### config.mk
export PLATFORM = sky130hd
export DESIGN_NAME = prv_irq_arb
export DESIGN_NICKNAME = d
export VERILOG_FILES = /design/src/rtl/irq_arb_pkg.sv /design/src/rtl/irq_pend_store.sv /design/src/rtl/irq_en_store.sv /design/src/rtl/irq_gate.sv /design/src/rtl/irq_pick.sv /design/src/rtl/prv_irq_arb.sv
export SDC_FILE = /design/constraint.sdc
export NUM_CORES = 1
export LEC_CHECK = 0
export BUFFER_PORTS_ARGS = -buffer_cell sky130_fd_sc_hd__clkbuf_2
export CAP_MARGIN = 5
export CORE_MARGIN = 1
export CORE_UTILIZATION = 39
export CTS_BUF_LIST = sky130_fd_sc_hd__clkbuf_8
export DETAILED_ROUTE_END_ITERATION = 12
export PLACE_DENSITY = 0.86
export SLEW_MARGIN = 20
export SYNTH_ARGS = -nofsm -noshare
export SYNTH_HDL_FRONTEND = slang
export SYNTH_SLANG_ARGS = --single-unit
### constraint.sdc
create_clock -name clk_i -period 1.09 [get_ports clk_i]
set_input_delay 0 -clock clk_i [delete_from_list [all_inputs] [get_ports clk_i]]
set_output_delay 0 -clock clk_i [all_outputs]
set_load 0.005 [all_outputs]
### src/rtl/irq_arb_pkg.sv
package irq_arb_pkg;
  parameter int unsigned NCAUSE = 12;
  parameter int unsigned CW = $clog2(NCAUSE);

  typedef enum logic [1:0] {
    PRV_U   = 2'd0,
    PRV_S   = 2'd1,
    PRV_RSV = 2'd2,
    PRV_M   = 2'd3
  } prv_e;

  // slots whose low two index bits name the reserved level are unimplemented
  function automatic logic [NCAUSE-1:0] impl_mask();
    logic [NCAUSE-1:0] m;
    for (int i = 0; i < int'(NCAUSE); i++) m[i] = (i % 4) != 2;
    return m;
  endfunction
endpackage

### src/rtl/irq_pend_store.sv
module irq_pend_store
  import irq_arb_pkg::*;
(
  input  logic              clk_i,
  input  logic              rst_ni,
  input  logic              post_valid_i,
  input  logic [CW-1:0]     post_cause_i,
  input  logic              clr_valid_i,
  input  logic [CW-1:0]     clr_cause_i,
  input  logic              clr_all_i,
  input  logic              we_i,
  input  logic [NCAUSE-1:0] wdata_i,
  output logic [NCAUSE-1:0] q_o
);
  localparam logic [NCAUSE-1:0] IMPL = impl_mask();

  logic [NCAUSE-1:0] q, d, set_v, clr_v;

  always_comb begin
    for (int i = 0; i < int'(NCAUSE); i++) begin
      set_v[i] = post_valid_i && (post_cause_i == CW'(i));
      clr_v[i] = clr_valid_i && (clr_cause_i == CW'(i));
    end
  end

  always_comb begin
    if (we_i)           d = wdata_i;
    else if (clr_all_i) d = '0;
    else                d = (q | set_v) & ~clr_v;
    d = d & IMPL;
  end

  always_ff @(posedge clk_i or negedge rst_ni) begin
    if (!rst_ni) q <= '0;
    else         q <= d;
  end

  assign q_o = q;

  assert_post_sets_R6: assert property (@(posedge clk_i) disable iff (!rst_ni)
    (post_valid_i && !we_i && !clr_all_i && post_cause_i < CW'(NCAUSE)
     && post_cause_i[1:0] != 2'd2
     && !(clr_valid_i && clr_cause_i == post_cause_i))
    |=> q[$past(post_cause_i)]);

  assert_clr_wins_R6: assert property (@(posedge clk_i) disable iff (!rst_ni)
    (clr_valid_i && !we_i && clr_cause_i < CW'(NCAUSE)) |=> !q[$past(clr_cause_i)]);

  assert_clr_all_R7: assert property (@(posedge clk_i) disable iff (!rst_ni)
    (clr_all_i && !we_i) |=> (q == '0));

  assert_resv_zero_R10: assert property (@(posedge clk_i) disable iff (!rst_ni)
    (q[2] == 1'b0) && (q[6] == 1'b0) && (q[10] == 1'b0));
endmodule

### src/rtl/irq_en_store.sv
module irq_en_store
  import irq_arb_pkg::*;
(
  input  logic              clk_i,
  input  logic              rst_ni,
  input  logic              we_i,
  input  logic [NCAUSE-1:0] wdata_i,
  output logic [NCAUSE-1:0] q_o
);
  localparam logic [NCAUSE-1:0] IMPL = impl_mask();

  logic [NCAUSE-1:0] q;

  always_ff @(posedge clk_i or negedge rst_ni) begin
    if (!rst_ni)   q <= '0;
    else if (we_i) q <= wdata_i & IMPL;
  end

  assign q_o = q;

  assert_en_hold_R7: assert property (@(posedge clk_i) disable iff (!rst_ni)
    !we_i |=> $stable(q));
endmodule

### src/rtl/irq_gate.sv
module irq_gate
  import irq_arb_pkg::*;
(
  input  logic [NCAUSE-1:0] pend_i,
  input  logic [NCAUSE-1:0] en_i,
  input  logic              m_gie_i,
  input  logic              s_gie_i,
  input  logic              u_gie_i,
  output logic [NCAUSE-1:0] elig_o
);
  logic [NCAUSE-1:0] gmask;

  for (genvar i = 0; i < int'(NCAUSE); i++) begin : g_mask
    localparam prv_e LVL = prv_e'(i % 4);
    if (LVL == PRV_M)      begin : g_m assign gmask[i] = m_gie_i; end
    else if (LVL == PRV_S) begin : g_s assign gmask[i] = s_gie_i; end
    else if (LVL == PRV_U) begin : g_u assign gmask[i] = u_gie_i; end
    else                   begin : g_r assign gmask[i] = 1'b0;    end
  end

  assign elig_o = pend_i & en_i & gmask;
endmodule

### src/rtl/irq_pick.sv
module irq_pick
  import irq_arb_pkg::*;
(
  input  logic [NCAUSE-1:0] elig_i,
  output logic              irq_o,
  output logic [CW-1:0]     cause_o
);
  logic found;

  always_comb begin
    found   = 1'b0;
    cause_o = '0;
    for (int i = 0; i < int'(NCAUSE); i++) begin
      if (elig_i[i] && !found) begin
        found   = 1'b1;
        cause_o = CW'(i);
      end
    end
  end

  assign irq_o = found;

  always_comb begin
    assert_lowest_R5: assert (!irq_o || ((elig_i & ((NCAUSE'(1) << cause_o) - NCAUSE'(1))) == '0));
    assert_req_any_R1: assert (irq_o == (elig_i != '0));
  end
endmodule

### src/rtl/prv_irq_arb.sv
module prv_irq_arb
  import irq_arb_pkg::*;
(
  input  logic              clk_i,
  input  logic              rst_ni,
  input  logic              post_valid_i,
  input  logic [CW-1:0]     post_cause_i,
  input  logic              clr_valid_i,
  input  logic [CW-1:0]     clr_cause_i,
  input  logic              clr_all_i,
  input  logic              pend_we_i,
  input  logic [NCAUSE-1:0] pend_wdata_i,
  output logic [NCAUSE-1:0] pend_rdata_o,
  input  logic              en_we_i,
  input  logic [NCAUSE-1:0] en_wdata_i,
  output logic [NCAUSE-1:0] en_rdata_o,
  input  logic              m_gie_i,
  input  logic              s_gie_i,
  input  logic              u_gie_i,
  output logic              irq_o,
  output logic [CW-1:0]     cause_o
);
  logic [NCAUSE-1:0] pend, en, elig;

  irq_pend_store i_pend (
    .clk_i, .rst_ni, .post_valid_i, .post_cause_i, .clr_valid_i, .clr_cause_i,
    .clr_all_i, .we_i(pend_we_i), .wdata_i(pend_wdata_i), .q_o(pend)
  );

  irq_en_store i_en (
    .clk_i, .rst_ni, .we_i(en_we_i), .wdata_i(en_wdata_i), .q_o(en)
  );

  irq_gate i_gate (
    .pend_i(pend), .en_i(en), .m_gie_i, .s_gie_i, .u_gie_i, .elig_o(elig)
  );

  irq_pick i_pick (.elig_i(elig), .irq_o, .cause_o);

  assign pend_rdata_o = pend;
  assign en_rdata_o   = en;

  assert_sel_valid_R1: assert property (@(posedge clk_i) disable iff (!rst_ni)
    irq_o |-> (pend[cause_o] && en[cause_o]));
  assert_m_gate_R2: assert property (@(posedge clk_i) disable iff (!rst_ni)
    (irq_o && cause_o[1:0] == 2'd3) |-> m_gie_i);
  assert_s_gate_R3: assert property (@(posedge clk_i) disable iff (!rst_ni)
    (irq_o && cause_o[1:0] == 2'd1) |-> s_gie_i);
  assert_u_gate_R4: assert property (@(posedge clk_i) disable iff (!rst_ni)
    (irq_o && cause_o[1:0] == 2'd0) |-> u_gie_i);
  assert_idle_zero_R5: assert property (@(posedge clk_i) disable iff (!rst_ni)
    !irq_o |-> (cause_o == '0));
  assert_pwrite_R9: assert property (@(posedge clk_i) disable iff (!rst_ni)
    pend_we_i |=> (pend_rdata_o == ($past(pend_wdata_i) & impl_mask())));
endmodule

### Word-level counts from Yosys, hierarchy flattened

Cells that the tools add are included.

| cells by class | value |
|---|---|
| equal/unequal tests | 22 |
| bitwise operators | 5 |
| reduce and logical (&&, ||, !) cells | 48 |
| mux-type cells | 25 |

Operator list:

| operator | count |
|---|---|
| 12-bit bitwise AND | 3 |
| 1-bit logical AND | 35 |
| 4-bit by 3-bit equality test with 1-bit output, second input constant | 8 |
| 4-bit equality test, second input constant | 8 |
| 12-bit two-way mux | 2 |
| 4-bit by 2-bit equality test with 1-bit output, second input constant | 4 |
| 4-bit two-way mux | 4 |
| 1-bit two-way mux | 13 |
| 3-bit two-way mux | 4 |
| 12-bit NOT | 1 |
| 12-bit OR | 1 |
| 1-bit logical NOT | 11 |
| 4-bit by 1-bit equality test with 1-bit output, second input constant | 2 |
| 4-bit logical NOT | 2 |
| 2-bit two-way mux | 2 |

| word-level totals | value |
|---|---|
| output and inout bits | 29 |
| input port bits | 42 |
| word-level logic and storage cells | 102 |
| register bits after elaboration | 18 |

### Logic depth before layout (Yosys ltp)

Gate-level depths: netlist of the first run.

| logic depth | value |
|---|---|
| word-level depth | 36 |
| depth in mapped cells | 4 |
| mapped depth without buffers | 4 |

### Cells and area by module

From an unflattened synthesis of the first run, not the netlist that was laid out.

| unflattened totals | value |
|---|---|
| cell total of the unflattened synthesis | 120 |
| area total of the unflattened synthesis | 1211.2 um^2 |

By module, submodules not included:

| module | cells an instance | seq. area each (um^2) | instances | area an instance (um^2) |
|---|---|---|---|---|
| irq_pend_store | 63 | 225.2 | 1 | 581.8 |
| irq_en_store | 23 | 225.2 | 1 | 397.9 |
| irq_pick | 21 | 0.0 | 1 | 148.9 |
| irq_gate | 13 | 0.0 | 1 | 82.6 |

### Least setup slack after synthesis of the first run

No wires, ideal clock.

| timing path | value |
|---|---|
| path kind | register -> output |
| start point | reg i_en.q[4], in the netlist i_en.q_o[4] |
| end point | out irq_o |
| required time | 1090 ps |
| cell stages (with the launch flop) | 5 |
| setup slack | -54 ps |
| arrival time | 1144 ps |
| path buffers | 0 |
| path through | dfrtp_1 -> and3_4 -> nor2_8 -> nand3b_4 -> or3b_1 |

| between the ends | value |
|---|---|
| cells in the longest elaborated chain, start to end | 25 |

RTL lines:

| element | RTL line | source |
|---|---|---|
| start, declared | irq_en_store.sv:12 | `logic [NCAUSE-1:0] q;` |
| start signal, assigned | irq_en_store.sv:16 | `else if (we_i) q <= wdata_i & IMPL;` |
| 12-bit bitwise AND * (2 in series) | irq_gate.sv:21 | `assign elig_o = pend_i & en_i & gmask;` |
| 1-bit logical AND * | irq_pick.sv:14 | `if (elig_i[i] && !found) begin` |
| 1-bit two-way mux * | irq_pick.sv:14 |  |
| 1-bit logical NOT | irq_pick.sv:14 |  |
| 1-bit logical AND | irq_pick.sv:14 |  |
| 1-bit two-way mux * | irq_pick.sv:14 |  |
| 1-bit logical NOT | irq_pick.sv:14 |  |
| 1-bit logical AND | irq_pick.sv:14 |  |
| (+8 left out) | - |  |
| 1-bit logical AND | irq_pick.sv:14 |  |
| 1-bit two-way mux * | irq_pick.sv:14 |  |
| 1-bit logical NOT | irq_pick.sv:14 |  |
| 1-bit logical AND | irq_pick.sv:14 |  |
| 1-bit two-way mux * | irq_pick.sv:14 |  |
| 1-bit logical NOT | irq_pick.sv:14 |  |
| 1-bit logical AND | irq_pick.sv:14 |  |
| 1-bit two-way mux * | irq_pick.sv:14 |  |
| end, declared | prv_irq_arb.sv:20 | `output logic irq_o,` |

Every way passes the cells marked *; elsewhere a longest branch is shown, timed or not.

### Worst setup path after layout of the first run

| timing path | value |
|---|---|
| start point | reg i_pend.q[5], in the netlist i_pend.q_o[5] |
| end point | out irq_o |

| between the ends | value |
|---|---|
| cells in the longest elaborated chain, start to end | 22 |

RTL lines:

| element | RTL line | source |
|---|---|---|
| start, declared | irq_pend_store.sv:17 | `logic [NCAUSE-1:0] q, d, set_v, clr_v;` |
| start signal, assigned | irq_pend_store.sv:34 | `if (!rst_ni) q <= '0;` |
| start signal, assigned | irq_pend_store.sv:35 | `else q <= d;` |
| 12-bit bitwise AND * (2 in series) | irq_gate.sv:21 |  |
| 1-bit logical AND * | irq_pick.sv:14 |  |
| 1-bit two-way mux * | irq_pick.sv:14 |  |
| 1-bit logical NOT | irq_pick.sv:14 |  |
| 1-bit logical AND | irq_pick.sv:14 |  |
| 1-bit two-way mux * | irq_pick.sv:14 |  |
| 1-bit logical NOT | irq_pick.sv:14 |  |
| 1-bit logical AND | irq_pick.sv:14 |  |
| (+5 left out) | - |  |
| 1-bit logical AND | irq_pick.sv:14 |  |
| 1-bit two-way mux * | irq_pick.sv:14 |  |
| 1-bit logical NOT | irq_pick.sv:14 |  |
| 1-bit logical AND | irq_pick.sv:14 |  |
| 1-bit two-way mux * | irq_pick.sv:14 |  |
| 1-bit logical NOT | irq_pick.sv:14 |  |
| 1-bit logical AND | irq_pick.sv:14 |  |
| 1-bit two-way mux * | irq_pick.sv:14 |  |

Marked as above.

==> results of run 1 <==
state kept, by name, indices dropped and copies added (netlist names):
name / count
i_pend.q_o: 9
i_en.q_o: 9
Yosys cell counts:
cell,count
dfrtp_1,18
nand2_1,14
a21oi_1,10
mux2_2,9
o41ai_1,9
nand3_1,7
nor2_1,7
buf_4,6
a31oi_1,3
buf_2,3
nor3_1,3
and3_2,2
and3_4,2
and3b_1,2
nand3b_1,2
o31ai_1,2
and2b_1,1
and3_1,1
buf_1,1
conb_1,1
nand2b_1,1
nand3b_4,1
nor2_8,1
nor2b_1,1
nor3b_2,1
o21ai_0,1
o32ai_1,1
or3b_1,1
or3b_2,1
layer usage:
metal  up-vias  GRT usage
met5         -          0
met4         0     0.0792
met3         2     0.0301
met2        48      0.428
met1       537      0.302
li1        613          -
cell type report:
cell class | count | area (um2) | area share
clock buffers | 4 | 55.1 | 0.0295
multi-input cells | 89 | 656 | 0.352
well taps | 30 | 37.5 | 0.0201
repair buffers | 102 | 666 | 0.357
flip-flops and latches | 18 | 450 | 0.242
power by group:
group          total [mW]  leakage (nW)  internal, mW  switching [mW]
logic               0.622         0.702         0.356           0.266
clock network       0.540        0.0288         0.321           0.220
registers           0.768         0.219         0.727          0.0408
total                1.93         0.950          1.40           0.527
metrics by stage:
stage	TNS (ns)	hold slack, ns
3_3_place_gp	-0.194	-0.0521
4_1_cts	-1.64	0.000597
3_5_place_dp	-0.318	-0.0388
2_1_floorplan	-0.0418	-0.296
6_report	-1.59	0.00706
5_1_grt	-1.86	0.00113
cells by family (layout without fill, tap and decap cells):
| kind of cell | Yosys count | count (layout) |
|---|---|---|
| other cells | 1 | 6 |
| flops | 18 | 18 |
| simple gates | 48 | 48 |
| compound gates | 26 | 26 |
| buf+inv | 10 | 106 |
| mux | 9 | 9 |
critical path, stage by stage, from the launching register on:
cell      delay (ns)
dfrtp_1         0.40
and3_4          0.21
nor2_8          0.09
nand3b_4        0.08
or3b_1          0.34
clkbuf_2        0.12
how the worst max path moves through the flow:
stage	cells past startpoint	to	start
2_1_floorplan	4	irq_o	i_en.q_o[4]
3_3_place_gp	5	irq_o	i_en.q_o[4]
3_5_place_dp	5	irq_o	i_en.q_o[0]
4_1_cts	5	irq_o	i_en.q_o[4]
5_1_grt	5	irq_o	i_pend.q_o[5]
6_report	5	irq_o	i_pend.q_o[5]
timing repair:
item / CTS / global route
buffers inserted: 4 / 0
gates resized for setup: 5 / 10
endpoints found under the hold margin: 35 / 0
pin swaps: 1 / 3
hold buffers: 18 / 0
endpoints found under the setup margin: 5 / 7
==> results.tsv, run 1 <==
metric	value	unit
whs_endpoint	i_en.q_o[4]	
grtUsageTotal	0.241	
io_buffers	58	
antenna_cells	0	
synth_fa_ha_area_frac	0	
dieArea	3010	um2
ir_drop	0.622	mV
cp-end-kind	output pin	
htreeDepth	1	
setup_viol	5	
p_leak	0.950	nW
dpl_cell_area	1540	um2
io-pin-count	71	
grt_pass1_vias	1137	
fillCellCount	190	
crit_required	1.09	ns
yosys_warnings	0	
cts.sinks	18	
grt_pass1_wl	5.03	mm
wl	3.32	mm
worstHoldPathCells	2	
worstHoldStart	en_wdata_i[4]	
power	1.93	mW
drt_iter0_markers	20	
power_density	1040	nW/um2
finalCriticalPeriod	1.49	ns
critical_path_class	reg2out	
wire_per_inst	13.7	um
core_area	2570	um2
synth_compound_area_frac	0.162	
critical_path_arrival	1.49	ns
post-dp-hpwl	2.47	mm
synth_largest_area_cell	dfrtp_1	
ys_seq_area_frac	0.413	
r2r_cells	4	
hold_violations	0	
clk_latency	0.25	ns
yosys-mux-area-fraction	0.0929	
drv_slew	0	
rrSetupSlack	0.04	ns
grt_antenna_before_repair	0	
r2r-end	i_pend.q_o[9]	
netlist_area	1090	um2
max-cap-violations	0	
max_freq	672	MHz
cts_buffers	3	
mostFrequentLayoutCell	clkbuf_2	
grt_max_degree	19	
synth_area_per_cell	9.74	um2
gp_congestion	0.840	
finalNetCount	256	
synthXorXnorAreaFrac	0	
synth_top_family_by_area	simple AND/OR/NAND/NOR gates	
grt-ovfl-total	0	
ys_ff_latch	18	
synth.distinct_cells	29	
setup_slack	-0.398	ns
status	finished with violations	
fin_util	0.726	
num_rows	18	
min_path_type	in2reg	
postRouteAntennaNets	0	
clockBufferDepth	2	
final_cell_mix	clkbuf_2, buf_4, dlygate4sd3_1, dfrtp_1, nand2_1	
initial_core_util	0.425	
syn_inst	112	
fp.dieH	54.9	um
drc	0	
met1_length	1.46	mm
fin_cells	243	
wl_met2	1.71	mm
cts_tree	done	
via_count	1200	
dieWidth	54.9	um
path_clk_slew	0.07	ns
critPathLaunchType	flop	
rsz0062_at_grt	yes	
fin_skew	0	ns
fin_crit_sh	1.37	
drive_above_1_share	0.549	
crit_fanout	3	
synth-simple-area-share	0.271	
violations	negative setup slack	
synth_top_area_share	0.413	
pre_cts_ws	-0.132	ns
reg2reg_from	i_pend.q_o[9]	
stdcell_area	1860	um2
clockRootBuffer	clkbuf_8	
place_inst	217	
post_drt_via_cell_ratio	4.94	
synth_area_leaders	dfrtp_1, mux2_2, o41ai_1	
drt-pass1-iter-count	4	
syn_to_final_growth	70.9	%
dr.max_layer_used	met4	
dr_wl_met3	150	um
No activity file was read; power rests on OpenSTA's default activity.
==> run 2, diff against run 1 <==
--- a/config.mk
+++ b/config.mk
@@ -16,3 +16,4 @@
 export SYNTH_ARGS = -nofsm -noshare
 export SYNTH_HDL_FRONTEND = slang
 export SYNTH_SLANG_ARGS = --single-unit
+export TNS_END_PERCENT = 5
==> results.tsv, run 2 (same netlist as run 1, synthesis figures left out) <==
metric	value	unit	change
drive_above_1_share	0.524		-0.0255
drv_slew	0		unchanged
num_rows	18		unchanged
fin_skew	0	ns	unchanged
fp.dieH	54.9	um	unchanged
drt_iter0_markers	28		+40%
fin_util	0.709		-0.0171
htreeDepth	1		unchanged
min_path_type	in2reg		
io-pin-count	71		unchanged
clockRootBuffer	clkbuf_8		
via_count	1205		+0.42%
grt_pass1_vias	1137		unchanged
grt_pass1_wl	4.98	mm	-0.97%
drc	0		unchanged
cts_tree	done		
grtUsageTotal	0.240		-0.00146
hold_violations	0		unchanged
postRouteAntennaNets	0		unchanged
critical_path_arrival	1.49	ns	about the same
place_inst	217		unchanged
grt_antenna_before_repair	0		unchanged
path_clk_slew	0.07	ns	about the same
antenna_cells	0		unchanged
max-cap-violations	0		unchanged
dieArea	3010	um2	unchanged
critical_path_class	reg2out		
wl	3.37	mm	+1.3%
p_clk_frac	0.280		about the same
dpl_cell_area	1540	um2	unchanged
pwr-share-seq	0.404		+0.006
final_cell_mix	clkbuf_2, buf_4, dlygate4sd3_1, dfrtp_1, nand2_1		
multiInputGateArea	634	um2	-3.2%
violations	negative setup slack		
fin_crit_sh	1.37		+0.00225
wire_per_inst	14.0	um	+2.5%
crit_required	1.09	ns	about the same
core_area	2570	um2	unchanged
finalCriticalPeriod	1.49	ns	+0.00245 ns
clk_latency	0.25	ns	about the same
p_switching	0.513	mW	-2.6%
max_freq	671	MHz	-0.16%
finalNetCount	253		-1.2%
drt-pass1-iter-count	4		unchanged
cts.sinks	18		unchanged
p_int	1.39	mW	-1.3%
switching_share	0.270		-0.00270
pwr-share-comb	0.316		-0.006
seqCellArea	450	um2	unchanged
p_leak	0.923	nW	-2.9%
gp_congestion	0.840		unchanged
ir_drop	0.577	mV	-7.2%
post-dp-hpwl	2.47	mm	unchanged
fin_cells	240		-1.2%
cp-end-kind	output pin		
rsz0062_at_grt	yes		
initial_core_util	0.425		unchanged
status	finished with violations		
setup_slack	-0.401	ns	-0.00245 ns
post_drt_via_cell_ratio	5.02		+1.7%
pre_cts_ws	-0.132	ns	unchanged
grt_max_degree	19		unchanged
grt-ovfl-total	0		unchanged
tns	-1.55	ns	+0.0371 ns
critPathLaunchType	flop		
stdcell_area	1820	um2	-2.3%
power	1.90	mW	-1.6%
io_buffers	58		unchanged
setup_viol	5		unchanged
mostFrequentLayoutCell	clkbuf_2		
power_density	1040	nW/um2	+0.72%
clockBufferDepth	2		unchanged
whs	0.0107	ns	+0.00364 ns
crit_fanout	3		unchanged
cts_buffers	3		unchanged
dieWidth	54.9	um	unchanged
syn_to_final_growth	66.9	%	
fillCellCount	195		+2.6%
==> run 2: cell types whose count changed in the layout (fill, tap and decap cells not counted) <==
cell | before | now
a21oi_1 | 8 | 9
a21oi_2 | 2 | 1
buf_2 | 3 | 2
buf_4 | 26 | 23
clkbuf_2 | 55 | 56
nor2b_1 | 0 | 1
nor2b_2 | 1 | 0
o41ai_1 | 7 | 9
o41ai_2 | 2 | 0
==> run 2: repair_timing <==
action,in CTS,in global routing
setup buffers,0,1
endpoints found under the setup margin,5,5
pin swaps,0,1
hold buffers,18,0
endpoints found under the hold margin,35,0
resized for setup,3,7
==> run 2: layout make-up <==
cell class,instances,area share
multi-input cells,89,0.348
repair buffers,99,0.353
well taps,30,0.0206
flip-flops and latches,18,0.247
clock buffers,4,0.0302
==> run 2: worst max-delay path, cell delays in order, from the launching register on <==
cell	delay [ns]
dfrtp_1	0.40
and3_4	0.21
nor2_8	0.09
nand3b_4	0.08
or3b_1	0.34
clkbuf_2	0.12
==> run 2: metal layers <==
layer | share of wire | routed length, um | GRT usage | up-vias
met5 | 0 | 0 | 0 | -
met4 | 0.0042 | 14 | 0.0708 | 0
met3 | 0.055 | 186 | 0.0301 | 4
met2 | 0.53 | 1780 | 0.450 | 56
met1 | 0.41 | 1380 | 0.282 | 540
li1 | - | - | - | 605
==> run 2: final timing paths <==
check,from,endpoint,slack [ns],cells after the start
max reg2reg,i_pend.q_o[7],i_pend.q_o[7],0.05,3
min reg2reg,i_en.q_o[1],i_en.q_o[1],0.62,2
max in group asynchronous,rst_ni,i_en.q_o[8],0.55,2
min,en_wdata_i[4],i_en.q_o[4],0.01,2
max,i_en.q_o[5],irq_o,-0.40,5
min in group asynchronous,rst_ni,i_en.q_o[11],0.23,2
==> run 2: power by group through the flow <==
stage / Combinational, mW / Clock, mW / Sequential, mW
after global placement: 0.509 / 0 / 0.768
final: 0.599 / 0.531 / 0.768
after CTS: 0.578 / 0.545 / 0.764
after detailed placement: 0.522 / 0 / 0.773
after global routing: 0.654 / 0.565 / 0.772
after floorplan: 0.212 / 0 / 0.788
